<file path="config.mk">
export PLATFORM = sky130hd
export DESIGN_NAME = ifu_fetch
export DESIGN_NICKNAME = d
export VERILOG_FILES = /design/src/rtl/ifu_pkg.sv /design/src/rtl/ifu_prechk.sv /design/src/rtl/ifu_result_reg.sv /design/src/rtl/ifu_fetch.sv
export SDC_FILE = /design/constraint.sdc
export NUM_CORES = 1
export LEC_CHECK = 0
export ABC_AREA = 0
export BUFFER_PORTS_ARGS = -buffer_cell sky130_fd_sc_hd__clkbuf_2
export CAP_MARGIN = 20
export CORE_MARGIN = 4
export CORE_UTILIZATION = 30
export CTS_CLUSTER_DIAMETER = 120
export DETAILED_ROUTE_END_ITERATION = 10
export PLACE_DENSITY = 0.51
export SETUP_SLACK_MARGIN = 0.1
export SLEW_MARGIN = 30
export SYNTH_ARGS = -nofsm -noshare
export SYNTH_HDL_FRONTEND = slang
export SYNTH_SLANG_ARGS = --single-unit
</file>
<file path="constraint.sdc">
create_clock -name clk -period 2 [get_ports clk]
set_input_delay 0.1 -clock clk [delete_from_list [all_inputs] [get_ports clk]]
set_output_delay 0.1 -clock clk [all_outputs]
set_load 0.05 [all_outputs]
</file>
<file path="src/rtl/ifu_pkg.sv">
package ifu_pkg;
  typedef enum logic [1:0] {
    KIND_NONE = 2'd0,
    KIND_C    = 2'd1,
    KIND_BASE = 2'd2,
    KIND_ERR  = 2'd3
  } res_kind_e;

  typedef enum logic [2:0] {
    ST_IDLE,
    ST_XL_LO,
    ST_RD_LO,
    ST_XL_HI,
    ST_RD_HI
  } fetch_st_e;

  localparam int CODE_MISALIGN = 0;
  localparam int CODE_ACCESS   = 1;
  localparam int GRANULE_BYTES = 2;
endpackage

</file>
<file path="src/rtl/ifu_prechk.sv">
module ifu_prechk #(
  parameter int XLEN = 32
) (
  input  logic [XLEN-1:0] pc,
  input  logic            rvc_en,
  input  logic [15:0]     half,
  output logic            misaligned,
  output logic            is_rvc
);
  always_comb begin
    misaligned = pc[0] | (pc[1] & ~rvc_en);
    is_rvc     = (half[1:0] != 2'b11);
  end
endmodule

</file>
<file path="src/rtl/ifu_result_reg.sv">
module ifu_result_reg #(
  parameter int XLEN    = 32,
  parameter int CAUSE_W = 4
) (
  input  logic               clk,
  input  logic               rst_n,
  input  logic               load,
  input  logic [1:0]         kind_d,
  input  logic [31:0]        insn_d,
  input  logic [CAUSE_W-1:0] cause_d,
  input  logic [XLEN-1:0]    addr_d,
  output logic               valid_q,
  output logic [1:0]         kind_q,
  output logic [31:0]        insn_q,
  output logic [CAUSE_W-1:0] cause_q,
  output logic [XLEN-1:0]    addr_q
);
  always_ff @(posedge clk or negedge rst_n) begin
    if (!rst_n) begin
      valid_q <= 1'b0;
      kind_q  <= '0;
      insn_q  <= '0;
      cause_q <= '0;
      addr_q  <= '0;
    end else begin
      valid_q <= load;
      if (load) begin
        kind_q  <= kind_d;
        insn_q  <= insn_d;
        cause_q <= cause_d;
        addr_q  <= addr_d;
      end
    end
  end
endmodule

</file>
<file path="src/rtl/ifu_fetch.sv">
module ifu_fetch #(
  parameter int XLEN    = 32,
  parameter int CAUSE_W = 4
) (
  input  logic               clk,
  input  logic               rst_n,
  input  logic               fetch_valid,
  output logic               fetch_ready,
  input  logic [XLEN-1:0]    fetch_pc,
  input  logic               fetch_rvc_en,
  output logic               tr_req_valid,
  output logic [XLEN-1:0]    tr_req_vaddr,
  input  logic               tr_rsp_valid,
  input  logic               tr_rsp_fault,
  input  logic [CAUSE_W-1:0] tr_rsp_cause,
  input  logic [XLEN-1:0]    tr_rsp_paddr,
  output logic               mem_req_valid,
  output logic [XLEN-1:0]    mem_req_paddr,
  input  logic               mem_rsp_valid,
  input  logic               mem_rsp_err,
  input  logic [15:0]        mem_rsp_data,
  output logic               res_valid,
  output logic [1:0]         res_kind,
  output logic [31:0]        res_insn,
  output logic [CAUSE_W-1:0] res_cause,
  output logic [XLEN-1:0]    res_addr
);
  import ifu_pkg::*;

  localparam logic [CAUSE_W-1:0] CAUSE_MISALIGN = CAUSE_W'(CODE_MISALIGN);
  localparam logic [CAUSE_W-1:0] CAUSE_ACCESS   = CAUSE_W'(CODE_ACCESS);
  localparam logic [XLEN-1:0]    HI_OFFSET      = XLEN'(GRANULE_BYTES);

  fetch_st_e          state_q, state_d;
  logic [XLEN-1:0]    pc_q;
  logic [XLEN-1:0]    paddr_q;
  logic [15:0]        lo_q;
  logic               hi_phase;
  logic [XLEN-1:0]    gran_addr;
  logic               misaligned, is_rvc;

  logic               ld;
  logic [1:0]         kind_d;
  logic [31:0]        insn_d;
  logic [CAUSE_W-1:0] cause_d;
  logic [XLEN-1:0]    addr_d;

  ifu_prechk #(.XLEN(XLEN)) u_prechk (
    .pc         (fetch_pc),
    .rvc_en     (fetch_rvc_en),
    .half       (mem_rsp_data),
    .misaligned (misaligned),
    .is_rvc     (is_rvc)
  );

  assign hi_phase      = (state_q == ST_XL_HI) || (state_q == ST_RD_HI);
  assign gran_addr     = hi_phase ? (pc_q + HI_OFFSET) : pc_q;
  assign fetch_ready   = (state_q == ST_IDLE);
  assign tr_req_valid  = (state_q == ST_XL_LO) || (state_q == ST_XL_HI);
  assign tr_req_vaddr  = gran_addr;
  assign mem_req_valid = (state_q == ST_RD_LO) || (state_q == ST_RD_HI);
  assign mem_req_paddr = paddr_q;

  always_comb begin
    state_d = state_q;
    ld      = 1'b0;
    kind_d  = KIND_NONE;
    insn_d  = '0;
    cause_d = '0;
    addr_d  = gran_addr;
    unique case (state_q)
      ST_IDLE: begin
        if (fetch_valid) begin
          if (misaligned) begin
            ld      = 1'b1;
            kind_d  = KIND_ERR;
            cause_d = CAUSE_MISALIGN;
            addr_d  = fetch_pc;
          end else begin
            state_d = ST_XL_LO;
          end
        end
      end
      ST_XL_LO, ST_XL_HI: begin
        if (tr_rsp_valid) begin
          if (tr_rsp_fault) begin
            ld      = 1'b1;
            kind_d  = KIND_ERR;
            cause_d = tr_rsp_cause;
            state_d = ST_IDLE;
          end else begin
            state_d = hi_phase ? ST_RD_HI : ST_RD_LO;
          end
        end
      end
      ST_RD_LO, ST_RD_HI: begin
        if (mem_rsp_valid) begin
          state_d = ST_IDLE;
          ld      = 1'b1;
          if (mem_rsp_err) begin
            kind_d  = KIND_ERR;
            cause_d = CAUSE_ACCESS;
          end else if (hi_phase) begin
            kind_d = KIND_BASE;
            insn_d = {mem_rsp_data, lo_q};
          end else if (is_rvc) begin
            kind_d = KIND_C;
            insn_d = {16'h0000, mem_rsp_data};
          end else begin
            ld      = 1'b0;
            state_d = ST_XL_HI;
          end
        end
      end
      default: state_d = ST_IDLE;
    endcase
  end

  always_ff @(posedge clk or negedge rst_n) begin
    if (!rst_n) begin
      state_q <= ST_IDLE;
      pc_q    <= '0;
      paddr_q <= '0;
      lo_q    <= '0;
    end else begin
      state_q <= state_d;
      if (fetch_ready && fetch_valid) pc_q <= fetch_pc;
      if (tr_req_valid && tr_rsp_valid) paddr_q <= tr_rsp_paddr;
      if (state_q == ST_RD_LO && mem_rsp_valid) lo_q <= mem_rsp_data;
    end
  end

  ifu_result_reg #(.XLEN(XLEN), .CAUSE_W(CAUSE_W)) u_res (
    .clk     (clk),
    .rst_n   (rst_n),
    .load    (ld),
    .kind_d  (kind_d),
    .insn_d  (insn_d),
    .cause_d (cause_d),
    .addr_d  (addr_d),
    .valid_q (res_valid),
    .kind_q  (res_kind),
    .insn_q  (res_insn),
    .cause_q (res_cause),
    .addr_q  (res_addr)
  );
endmodule

</file>
==> summary.txt <==
Die
  • Core Area: roughly 0.023 mm^2
  • Die span in y: 161 um
  • Initial Util: 30.8%
  • Row cnt: 55
  • IO Count: 230
  • DIE WIDTH: 161 um
  • Die area: 0.0260 mm^2

Timing
  • Fmax: 393 MHz
  • Final slew viol count: 0
  • Slew headroom: 67.8%
  • Slew of the pin with the lowest slew margin: 0.478 ns
  • Endpoints failing hold: 0
  • Final min period: 2.54 ns
  • Layout Skew: between 0.008 and 0.009 ns
  • Hold Worst Slack: 0.0586 ns
  • Final worst slack: -0.543 ns
  • Period utilization: 127%
  • Unrepaired setup endpoints after global routing: yes
  • Final-report setup violation count: 45

Run status
  • Failing checks: setup timing
  • Status: finished, violations left

Logic synthesis
  • Synth top area share: 54.8%
  • Most frequent cell after synthesis: dfrtp_1
  • Main synth FF type: dfrtp_1
  • Synth warnings: 0
  • Area contributors post-synth: dfrtp_1, mux2_2, nand2_1, a22o_1, o21ai_0
  • Syn Area/Cell: 11.5 um^2
  • Yosys reg bits: between 150 and 200
  • Register area share after synthesis: 54.8%
  • Mapped Nets: 704
  • Post-synth EDFFs: 0
  • Cell variety after synth: 56
  • Async S/R FF share, synth: 100%
  • Area leader, netlist: dfrtp_1
  • Post-synth top cells: dfrtp_1, mux2_2, nand2_1
  • Number of instances in the synthesized netlist: 611
  • Mapped Area: 0.00703 mm^2

Setup path
  • CP arrival: roughly 2.4 ns
  • Critical-path cell list: or3b_4 > a211o_1 > buf_12 > nor4_4 > xor2_4 > buf_12
  • CP Capture Type: output port
  • Critical Path Fanout Max: 16
  • Slowest CP cell: or3b_4
  • Worst EP required: 1.90 ns
  • CP max stage delay: 0.41 ns
  • CP most frequent cell: buf_12
  • Worst R2R Start: state_q[1]
  • R2R depth: 5
  • R2R Path End: u_res.addr_q[19]
  • CP Launch Type: flop
  • Reg2reg setup slack: -0.07 ns
  • Critical setup path kind: flop to output port

Clock network
  • Clock-pin transition on the worst setup and hold timing paths: 0.06 ns
  • Inserted Clock Buffers: 17
  • CTS tree: yes
  • Root Buffer: clkbuf_16
  • Clk sinks: approximately 150
  • Max H-tree Level: 4
  • Clock Path Buffers: 2
  • Clock latency on the worst-skew pair: 0.43 ns

Detailed routing
  • DR pass1 iterations: 5
  • Vias/cell: 4.79
  • Initial drt markers: between 300 and 400
  • DRT antenna net count: 0
  • DRT Wirelength: between 20,000 and 25,000 um
  • Vias post-DR: 6,452
  • DRC: 0
  • Wire length per cell: 17.9 um

Final layout
  • Final core occ: 54.3%
  • Layout area overhead: 76.3%
  • Layout cells sized above 1: 52.4%
  • Antenna cell count: 0
  • # nets final: 1,113
  • Fill cell count: 1,980

Global routing
  • Overall Global Routing Usage: 17.5%
  • Number of global-route vias before repair: approximately 6,800
  • Largest net degree at the start of global routing: 48
  • Initial antenna violation count: 1
  • Grt ovf: 0
  • First-pass GRT wire length: 36,400 um

Pwr
  • Pleak: approximately 5.8 nW
  • PwrDens: between 1500 and 2000 mW/mm^2
  • VDD IR-drop max: 0.990 mV

Hold path
  • WHS Path Cells: 3
  • Hold_sp: mem_rsp_valid
  • Hold path endpoint: u_res.cause_q[0]
  • Hold/Removal Path Class: input port to flop

Placed design
  • Port bufs: approximately 230
  • HPWL after DPL: 16,000 um
  • Gpl congestion: 0.775

Run
  • Max-cap viol count: 0
==> worst max-delay path, delay by kind of cell, from the launching register on <==
| kind | cells | cell delay, ns |
|---|---|---|
| AND/OR/NAND/NOR | 2 | 0.78 |
| flip-flops | 1 | 0.39 |
| XOR/XNOR | 1 | 0.21 |
| buffers and inverters | 2 | 0.33 |
| AO/OA/AOI/OAI | 1 | 0.30 |
==> registers in the layout, indices dropped and copies added, names as in the netlist <==
signal / cells
u_res.insn_q: 32
u_res.valid_q: 1
pc_q: 32
u_res.kind_q: 2
u_res.addr_q: 32
state_q: 3
mem_req_paddr: 32
lo_q: 16
u_res.cause_q: 4
==> stage by stage <==
stage / total power [mW] / setup WS [ns] / cells / setup TNS [ns] / cell area, um^2
finish: 21.2 / -0.543 / 1346 / -13.26 / 12400
CTS: 20.2 / -0.565 / 1314 / -13.38 / 11600
detailed placement: 16.4 / -0.201 / 1195 / -3.09 / 9950
floorplan: 12.6 / -0.285 / 611 / -5.08 / 7560
global placement: 16.3 / -0.189 / 1195 / -2.47 / 9950
global route: 22.2 / -0.629 / 1346 / -17.71 / 12400
==> area by class of cell <==
cell class / count / area (um^2) / area share, %
tap: 313 / 392 / 3.16
clock inverter: 14 / 154 / 1.24
multi-input combinational: 408 / 3890 / 31.4
inverter: 11 / 41.3 / 0.333
timing repair buffer: 428 / 3640 / 29.3
clock buffer: 18 / 429 / 3.46
sequential: 154 / 3850 / 31.1
==> worst max path at each step <==
stage               startpoint               end  slack (ns)  cells after the start
floorplan           state_q[2]  u_res.addr_q[25]       -0.29                      8
global placement    state_q[1]  tr_req_vaddr[26]       -0.19                      6
detailed placement  state_q[1]  tr_req_vaddr[26]       -0.20                      6
CTS                 state_q[1]  tr_req_vaddr[21]       -0.56                      6
global route        state_q[1]  tr_req_vaddr[22]       -0.63                      6
finish              state_q[1]  tr_req_vaddr[22]       -0.54                      6
==> cell usage in the layout, fill, tap and decap left out, types with 4 or more instances in the layout <==
| cell | n |
|---|---|
| clkbuf_2 | 195 |
| dfrtp_1 | 154 |
| dlygate4sd3_1 | 86 |
| buf_4 | 77 |
| nand2_1 | 64 |
| mux2_2 | 52 |
| buf_12 | 33 |
| a22o_1 | 27 |
| o21ai_0 | 25 |
| mux2_4 | 24 |
| clkbuf_16 | 24 |
| nor2_1 | 16 |
| buf_6 | 14 |
| xor2_4 | 12 |
| a22oi_2 | 12 |
| a21o_1 | 12 |
| buf_8 | 12 |
| o21ai_1 | 11 |
| inv_1 | 10 |
| nand3_1 | 10 |
| a21oi_1 | 8 |
| xnor2_4 | 7 |
| nand4_1 | 7 |
| nor4_4 | 7 |
| o31a_1 | 6 |
| inv_6 | 6 |
| nand2b_1 | 5 |
| and3_1 | 5 |
| and2_1 | 5 |
| or2_4 | 5 |
| nor3_4 | 4 |
| and4_1 | 4 |
| nor2_4 | 4 |
| nor4_2 | 4 |
| nor3_1 | 4 |
==> power by group <==
part           switching (mW)  total, mW  internal, mW
combinational            7.56       12.6          5.06
sequential              0.862       5.27          4.41
clock                    1.51       3.28          1.77
total                    9.93       21.2          11.2
==> metal layers <==
metal / vias to the layer above / GRT usage [%] / wire [um] / share of wire, %
li1: 3032 / - / - / -
met5: - / 0 / 14 / 0.058
met4: 2 / 4.11 / 291 / 1.2
met3: 19 / 4.95 / 1490 / 6.2
met1: 3210 / 22.5 / 10500 / 44
met2: 189 / 29.6 / 11800 / 49
==> kinds of logic (layout without fill, tap and decap cells) <==
kind of cell             count (synthesis)  after routing  share of synthesized area [%]
flip-flops                             154            154                           54.8
AND/OR/NAND/NOR                        173            173                           13.1
adder cells (fa/ha/maj)                  1              1                          0.178
multiplexers                            77             77                           12.3
buffers and inverters                   49            471                           3.10
AO/OA/AOI/OAI                          134            134                           13.6
XOR/XNOR                                23             23                           2.86
==> what timing repair did <==
item / 4_1_cts / 5_1_grt
setup endpoints to repair: 78 / 109
hold endpoints to repair: 173 / 0
buffers inserted: 1 / 25
gates cloned: 0 / 8
hold buffers: 86 / 0
pin swaps: 19 / 41
gates resized for setup: 41 / 101
Power figures use the tool's default switching activity.
